[src/rtl/round_sat_pkg.sv]
package round_sat_pkg;
  localparam int NUM_SRC = 4;
  localparam int SEL_W   = $clog2(NUM_SRC);

  typedef struct packed {
    logic               doRound;
    logic               doSat;
    logic [NUM_SRC-1:0] srcHot;
  } rs_strobe_t;
endpackage

[src/rtl/round_sat_ctrl.sv]
module round_sat_ctrl
  import round_sat_pkg::*;
(
  input  logic [SEL_W-1:0] srcSel,
  input  logic             roundEn,
  input  logic             satEn,
  output rs_strobe_t       strobe
);
  always_comb begin
    strobe.doRound = roundEn;
    strobe.doSat   = satEn;
    strobe.srcHot  = NUM_SRC'(1) << srcSel;
  end
endmodule

[src/rtl/round_sat_dp.sv]
module round_sat_dp
  import round_sat_pkg::*;
#(
  parameter int DATA_W    = 44,
  parameter int ROUND_BIT = 8,
  parameter int SAT_WIDTH = 32
) (
  input  logic              clk,
  input  logic              rst,
  input  logic [DATA_W-1:0] srcArr [NUM_SRC],
  input  rs_strobe_t        strobe,
  output logic [DATA_W-1:0] result,
  output logic              satFlag
);
  localparam int EXT_W = DATA_W + 1;
  localparam logic signed [EXT_W-1:0] HALF    = EXT_W'(1) << (ROUND_BIT - 1);
  localparam logic [EXT_W-1:0]        LOWMASK = (EXT_W'(1) << ROUND_BIT) - EXT_W'(1);
  localparam logic signed [EXT_W-1:0] SAT_MAX = (EXT_W'(1) << (SAT_WIDTH - 1)) - EXT_W'(1);
  localparam logic signed [EXT_W-1:0] SAT_MIN = -(EXT_W'(1) << (SAT_WIDTH - 1));

  logic [DATA_W-1:0]        picked;
  logic signed [EXT_W-1:0]  extVal;
  logic signed [EXT_W-1:0]  roundedVal;
  logic signed [EXT_W-1:0]  clampedVal;
  logic                     clampHit;
  logic [DATA_W-1:0]        nextResult;

  // one-hot OR multiplexer over the source stages
  always_comb begin
    picked = '0;
    for (int i = 0; i < NUM_SRC; i++) begin
      if (strobe.srcHot[i]) picked = picked | srcArr[i];
    end
  end

  // rounding stage, one guard bit so a carry is kept for saturation
  always_comb begin
    extVal = {picked[DATA_W-1], picked};
    if (strobe.doRound) roundedVal = (extVal + HALF) & ~LOWMASK;
    else                roundedVal = extVal;
  end

  // saturation stage
  always_comb begin
    clampHit   = 1'b0;
    clampedVal = roundedVal;
    if (roundedVal > SAT_MAX) begin
      clampedVal = SAT_MAX;
      clampHit   = 1'b1;
    end else if (roundedVal < SAT_MIN) begin
      clampedVal = SAT_MIN;
      clampHit   = 1'b1;
    end
    nextResult = strobe.doSat ? clampedVal[DATA_W-1:0] : roundedVal[DATA_W-1:0];
  end

  always_ff @(posedge clk) begin
    if (rst) begin
      result  <= '0;
      satFlag <= 1'b0;
    end else begin
      result  <= nextResult;
      satFlag <= strobe.doSat & clampHit;
    end
  end

  // no processing means the selected operand passes unchanged
  assert_passthrough_R2: assert property (@(posedge clk) disable iff (rst)
    (!strobe.doRound && !strobe.doSat) |=> (result == $past(picked) && !satFlag));

  // rounding alone leaves the low bits cleared
  assert_round_low_clear_R3: assert property (@(posedge clk) disable iff (rst)
    (strobe.doRound && !strobe.doSat) |=> (result[ROUND_BIT-1:0] == '0));

  // saturated output always lies within the narrow range
  assert_sat_range_R4: assert property (@(posedge clk) disable iff (rst)
    strobe.doSat |=> ($signed({result[DATA_W-1], result}) <= SAT_MAX &&
                      $signed({result[DATA_W-1], result}) >= SAT_MIN));

  // no flag without saturation enabled
  assert_no_flag_R5: assert property (@(posedge clk) disable iff (rst)
    !strobe.doSat |=> !satFlag);

  // synchronous reset clears both outputs
  assert_reset_clear_R8: assert property (@(posedge clk)
    rst |=> (result == '0 && !satFlag));
endmodule

[src/rtl/round_sat_unit.sv]
module round_sat_unit
  import round_sat_pkg::*;
#(
  parameter int DATA_W    = 44,
  parameter int ROUND_BIT = 8,
  parameter int SAT_WIDTH = 32
) (
  input  logic              clk,
  input  logic              rst,
  input  logic [DATA_W-1:0] prodIn,
  input  logic [DATA_W-1:0] sum1In,
  input  logic [DATA_W-1:0] pipeIn,
  input  logic [DATA_W-1:0] sum2In,
  input  logic [SEL_W-1:0]  srcSel,
  input  logic              roundEn,
  input  logic              satEn,
  output logic [DATA_W-1:0] result,
  output logic              satFlag
);
  rs_strobe_t        strobe;
  logic [DATA_W-1:0] srcArr [NUM_SRC];

  always_comb begin
    srcArr[0] = prodIn;
    srcArr[1] = sum1In;
    srcArr[2] = pipeIn;
    srcArr[3] = sum2In;
  end

  round_sat_ctrl u_ctrl (
    .srcSel (srcSel),
    .roundEn(roundEn),
    .satEn  (satEn),
    .strobe (strobe)
  );

  round_sat_dp #(
    .DATA_W   (DATA_W),
    .ROUND_BIT(ROUND_BIT),
    .SAT_WIDTH(SAT_WIDTH)
  ) u_dp (
    .clk    (clk),
    .rst    (rst),
    .srcArr (srcArr),
    .strobe (strobe),
    .result (result),
    .satFlag(satFlag)
  );
endmodule

[config.mk]
export PLATFORM = sky130hd
export DESIGN_NAME = round_sat_unit
export DESIGN_NICKNAME = d
export VERILOG_FILES = /design/src/rtl/round_sat_pkg.sv /design/src/rtl/round_sat_ctrl.sv /design/src/rtl/round_sat_dp.sv /design/src/rtl/round_sat_unit.sv
export SDC_FILE = /design/constraint.sdc
export NUM_CORES = 1
export LEC_CHECK = 0
export ABC_CLOCK_PERIOD_IN_PS = 3400
export BUFFER_PORTS_ARGS = -buffer_cell sky130_fd_sc_hd__buf_2
export CAP_MARGIN = 20
export CORE_MARGIN = 1
export CORE_UTILIZATION = 40
export DETAILED_ROUTE_END_ITERATION = 16
export HOLD_SLACK_MARGIN = 0.12
export PLACE_DENSITY = 0.78
export SETUP_SLACK_MARGIN = 0.4
export SLEW_MARGIN = 20
export SYNTH_ARGS = -nofsm -noshare
export SYNTH_HDL_FRONTEND = slang
export SYNTH_SLANG_ARGS = --single-unit
export TNS_END_PERCENT = 50
[constraint.sdc]
create_clock -name clk -period 3.4 [get_ports clk]
set_input_delay 0.51 -clock clk [delete_from_list [all_inputs] [get_ports clk]]
set_output_delay 0.51 -clock clk [all_outputs]
set_load 0.005 [all_outputs]
==> flow_summary.toml, run 1 <==
[cells_and_area]
synthToLayoutAreaGrowth_pct = 59.75
post-route-util_pct = 65.77
fin_nets = 829
n_fill_cell = 743
final_area_um2 = 6048
layoutNonFillerInstCount = 758
antenna_cells = 0
drive_gt1_share_pct = 66.77

[placed_design]
dpl-instance-area_um2 = 5530
port_buffers = 226
dp_hpwl_um = 10880
pre_cts_ws_ns = -0.2308
dp_cells = 727
globalplace.congestion = 0.8705

[yosys]
syn_area_um2 = 3786
async_flop_share_pct = 0
synth.distinct_cells = 49
synth_top_flop_cell = "dfxtp_1"
yosys_register_bits = 45
synth_edf_count = 0
ys_top_cells_by_area = "dfxtp_1, mux4_2, mux4_1"
synth-seq-area-share_pct = 23.79
yosysWarnings = 0
synth_area_leader_cell = "dfxtp_1"
syn_nets = 516
syn_avg_cell_area_um2 = 11.37
synth_top_area_share_pct = 23.79
netlist_instances = 333

[detailed_routing]
wl_um = 13620
drtIter0Drc = 208
num_vias = 4218
dr.pass1.iters = 5
viasPerCell = 5.565
drt-wirelength-per-cell_um = 17.96
ant_nets = 0
drc = 0

[floorplan]
rows = 35
core_um2 = 9196
die_h_um = 99.29
start_util_pct = 41.17
die-width_um = 99.29
io_pins = 227
dieArea_um2 = 9859

[timing]
final.min_clock_period_ns = 3.113
fin_crit_sh_pct = 91.57
max_freq_mhz = 321.2
hold_slack_ns = 0.5136
rsz0062_at_grt = "yes"
fin_ws_ns = 0.2867
max-slew-margin-rel_pct = 60.60
worst_slew_pin_slew_ns = 0.5888
finalSetupViolCount = 0
drv_slew = 0
setup_tns_ns = 0
final_hold_viol_count = 0

[run_status]
outcome = "completed"

[worst_setup_path]
worstSetupPathType = "in -> reg"
startpoint_type = "primary input"
crit_fanout = 11
crit_required_ns = 3.57
cp-end-kind = "flip-flop"
crit_arrival_ns = 3.28

[worst_hold_path]
hold_depth = 3
hp-class = "in -> reg"
min_from = "satEn"
hold_end = "u_dp.result[38]$_SDFF_PP0_"

[global_routing]
grt_util_all_layers_pct = 26.39
antenna_found_initial = 0
grt_pass1_vias = 4217
grt_max_degree = 29
overflow = 0
grt_pass1_wl_um = 20440

[clock_tree]
cts_tree = "yes"
numCtsBuffers = 5
htree_levels = 2
clock-root-buffer = "clkbuf_8"
cts_buffer_depth = 2
cts.sinks = 45
cts_hold_buffers = 0
path_clk_slew_ns = 0.08

[power]
leakagePower_nw = 2.809
max-vdd-ir-drop_v = 0.0002317
powerDensity_nw_per_um2 = 292.9
power.total_mw = 1.772

[flow_run]
max-cap-violations = 0
-- registers in the layout (all words and copies together), names as in the netlist --
signal,cells
u_dp.satFlag,1
u_dp.result,44
-- kinds of logic after synthesis --
kind of cell | Yosys count | share of synthesized area, %
simple gates | 107 | 16.62
fa+ha+maj | 1 | 0.3304
xor+xnor | 40 | 9.253
flops | 45 | 23.79
mux | 48 | 28.72
buf+inv | 33 | 7.370
compound gates | 59 | 13.91
-- synth_stat cells, types with 2 or more instances --
cell type,instances
nand3_1,11
mux4_1,15
clkbuf_1,2
mux2i_1,4
nor3_1,4
xnor2_1,25
a31o_2,2
o21ai_0,9
buf_4,4
nand4_1,14
o41a_1,2
o31ai_2,22
nand2_1,23
and3_1,10
clkbuf_8,2
and4_1,5
buf_6,11
buf_2,3
xor2_1,15
nand4_4,2
a31oi_1,2
dlygate4sd3_1,2
mux4_2,29
inv_1,7
dfxtp_1,45
nor4_1,9
or4_4,2
nor2_1,19
a21oi_1,13
-- final cells by class --
type,count,area (µm²),area share [%]
inverter,7,26.28,0.4344
tap,111,138.9,2.296
multi-input combinational,256,2771,45.82
timing repair buffer,331,2095,34.63
clock buffer,7,86.33,1.427
clock inverter,1,30.03,0.4965
sequential,45,900.9,14.89
-- power breakdown --
group          internal [mW]  total, mW  switching (mW)
Clock                  0.240      0.418           0.178
Combinational          0.416      0.758           0.342
Sequential             0.583      0.596          0.0134
Total                   1.24       1.77           0.533
-- placed cells by master, fill, tap and decap left out, types with 2 or more instances in the layout --
cell type,instances
a21oi_1,11
a21oi_2,2
a31o_2,2
and3_1,9
and3_2,2
and4_1,5
and4b_2,2
buf_12,5
buf_16,2
buf_2,224
buf_4,92
buf_6,4
clkbuf_16,3
clkbuf_8,6
dfxtp_1,45
inv_1,7
mux2i_1,4
mux4_1,7
mux4_2,37
nand2_1,22
nand3_1,9
nand3_2,2
nand4_1,14
nand4_4,2
nor2_1,19
nor3_1,4
nor4_1,3
nor4_2,3
nor4_4,4
o21ai_0,9
o31ai_2,21
o31ai_4,2
or4_4,2
xnor2_1,22
xnor2_2,3
xor2_1,14
-- repair_timing --
action,4_1_cts,5_1_grt
resized for setup,22,20
pin swaps,7,8
cloned,2,3
setup buffers,8,10
endpoints found under the setup margin,45,45
-- worst max path at each step --
stage	startpoint	endpoint	slack [ns]	cells after the start
floorplan	srcSel[0]	u_dp.result[12]$_SDFF_PP0_	0.07	14
global placement	srcSel[0]	u_dp.result[23]$_SDFF_PP0_	-0.18	11
detailed placement	srcSel[0]	u_dp.result[23]$_SDFF_PP0_	-0.23	11
CTS	srcSel[0]	u_dp.result[23]$_SDFF_PP0_	0.27	14
global route	srcSel[0]	u_dp.result[28]$_SDFF_PP0_	0.18	13
finish	srcSel[0]	u_dp.result[30]$_SDFF_PP0_	0.29	14
-- critical path, cell delays in order --
cell	delay, ns
buf_6	0.10
clkbuf_16	0.15
buf_4	0.15
mux4_2	0.53
and4_1	0.23
nand4_1	0.09
buf_4	0.18
buf_4	0.17
nor4_4	0.04
xor2_1	0.17
and4b_2	0.29
a31oi_4	0.33
clkbuf_16	0.26
o31ai_2	0.07
-- metal layers --
layer / share of wire (%) / global-route usage (%) / vias to the layer above / routed length (µm)
met5: 0 / 0 / - / 0
met4: 2.6 / 8.710 / 0 / 348
met3: 5.8 / 3.584 / 35 / 793
met2: 51 / 46.63 / 220 / 6959
met1: 40 / 33.23 / 2015 / 5514
li1: - / - / 1948 / -
Note: power is estimated with default switching activity, not from simulation.
==> run 2: changes to the inputs <==
--- a/config.mk
+++ b/config.mk
@@ -10,6 +10,7 @@
 export CAP_MARGIN = 20
 export CORE_MARGIN = 1
 export CORE_UTILIZATION = 40
+export CTS_BUF_LIST = sky130_fd_sc_hd__clkbuf_16
 export DETAILED_ROUTE_END_ITERATION = 16
 export HOLD_SLACK_MARGIN = 0.12
 export PLACE_DENSITY = 0.78
==> run 2 against run 1 <==
Die area unchanged. Non-clock buffer count grew 2. Core utilization grew 2.9 points. Design area grew 4.4%. Hold slack better by 0.0072 ns. Via count grew 1.7%. Combinational power rose by 7.3%. Largest cell class unchanged.
==> flow_summary.toml, run 2 (same netlist as run 1, synthesis figures left out) <==
[run_status]
outcome = "completed"

[floorplan]
die-width_um = 99.29
start_util_pct = 41.17
io_pins = 227
dieArea_um2 = 9859
core_um2 = 9196
rows = 35
die_h_um = 99.29

[clock_tree]
htree_levels = 2
cts_tree = "yes"
path_clk_slew_ns = 0.06
clock-root-buffer = "clkbuf_16"
cts_hold_buffers = 0
cts.sinks = 45
numCtsBuffers = 5
cts_buffer_depth = 2

[timing]
max-slew-margin-rel_pct = 57.12
finalSetupViolCount = 0
max_freq_mhz = 316.0
rsz0062_at_grt = "yes"
final.min_clock_period_ns = 3.165
fin_crit_sh_pct = 93.08
drv_slew = 0
final_hold_viol_count = 0
hold_slack_ns = 0.5208
worst_slew_pin_slew_ns = 0.6432

[detailed_routing]
wl_um = 14460
dr.pass1.iters = 5
drtIter0Drc = 268
drc = 0
ant_nets = 0
viasPerCell = 5.646
num_vias = 4291
drt-wirelength-per-cell_um = 19.02

[cells_and_area]
antenna_cells = 0
final_common_cell = "buf_2"
largest_reg_flops = 44
reg.largest.list = "u_dp.result (44), u_dp.satFlag (1)"
synthToLayoutAreaGrowth_pct = 66.72
regMostFlops = "u_dp.result"
fin_nets = 831
post-route-util_pct = 68.64
mostFrequentLayoutCells = "buf_2, buf_4, dfxtp_1"
n_fill_cell = 695
drive_gt1_share_pct = 67.18

[worst_hold_path]
hp-class = "in -> reg"
hold_end = "u_dp.result[38]$_SDFF_PP0_"
min_from = "satEn"
hold_depth = 3

[worst_setup_path]
crit_buf_inv = 7
cp-end-kind = "flip-flop"
crit_arrival_ns = 3.36
startpoint_type = "primary input"
critPathMaxStageDelay_ns = 0.32
path_cells = "buf_2, buf_4, buf_4, buf_4, mux4_2, and3_1, and3_1, nand4_1, xor2_1, nor4_2, buf_4, a31oi_4, buf_12, buf_6, o31ai_2"
critical-path-top-delay-family = "buffers and inverters"
crit_top_cell = "buf_4"
worstSetupPathType = "in -> reg"
slowest_stage = "mux4_2"
crit_required_ns = 3.60
crit_fanout = 13

[placed_design]
globalplace.congestion = 0.8705
port_buffers = 226
dp_hpwl_um = 10880

[global_routing]
overflow = 0
antenna_found_initial = 0
grt_pass1_wl_um = 20510
grt_max_degree = 29
grt_pass1_vias = 4178
grt_util_all_layers_pct = 26.72

[power]
powerDensity_nw_per_um2 = 308.8
leakagePower_nw = 2.869
max-vdd-ir-drop_v = 0.0001995

[flow_run]
max-cap-violations = 0
-- run 2: what timing repair did --
item                       4_1_cts  5_1_grt
setup buffers                    4       13
pin swaps                        6       34
cloned                           2        6
gates resized for setup         22       41
setup endpoints to repair       45       45
-- run 2: worst max-delay path by stage --
stage	start	to	depth (start not counted)
3_5_place_dp	srcSel[0]	u_dp.result[23]$_SDFF_PP0_	11
5_1_grt	srcSel[0]	u_dp.result[16]$_SDFF_PP0_	15
2_1_floorplan	srcSel[0]	u_dp.result[12]$_SDFF_PP0_	14
6_report	srcSel[1]	u_dp.result[16]$_SDFF_PP0_	15
4_1_cts	srcSel[0]	u_dp.result[23]$_SDFF_PP0_	11
3_3_place_gp	srcSel[0]	u_dp.result[23]$_SDFF_PP0_	11
-- run 2: stage by stage --
stage	instances	total power, mW	cell area [µm²]	TNS, ns	setup WS [ns]
after floorplan	333	0.9708	3824	0	0.07179
after global placement	727	1.276	5530	-4.337	-0.1760
after detailed placement	727	1.293	5530	-6.274	-0.2308
after CTS	741	1.850	5819	0	0.2324
after global routing	760	2.031	6312	0	0.1219
final	760	1.949	6312	0	0.2351
-- run 2: cell type report --
class	instances	area, µm²	share of cell area [%]
clock buffer	5	125.1	1.982
multi-input combinational	256	2913	46.14
tap	111	138.9	2.200
clock inverter	3	37.54	0.5946
sequential	45	900.9	14.27
inverter	7	26.28	0.4163
timing repair buffer	333	2171	34.39
-- run 2: report_power, final --
part	switching [mW]	total (mW)	internal [mW]
Sequential	0.0138	0.598	0.584
Clock	0.198	0.539	0.341
Combinational	0.372	0.813	0.441
-- run 2: routing by layer --
layer / wire [µm] / GRT usage [%] / vias up
met1: 5644 / 33.07 / 2033
met3: 1007 / 4.216 / 55
met2: 7337 / 46.74 / 252
met5: 0 / 0 / -
li1: - / - / 1951
met4: 467 / 10.29 / 0
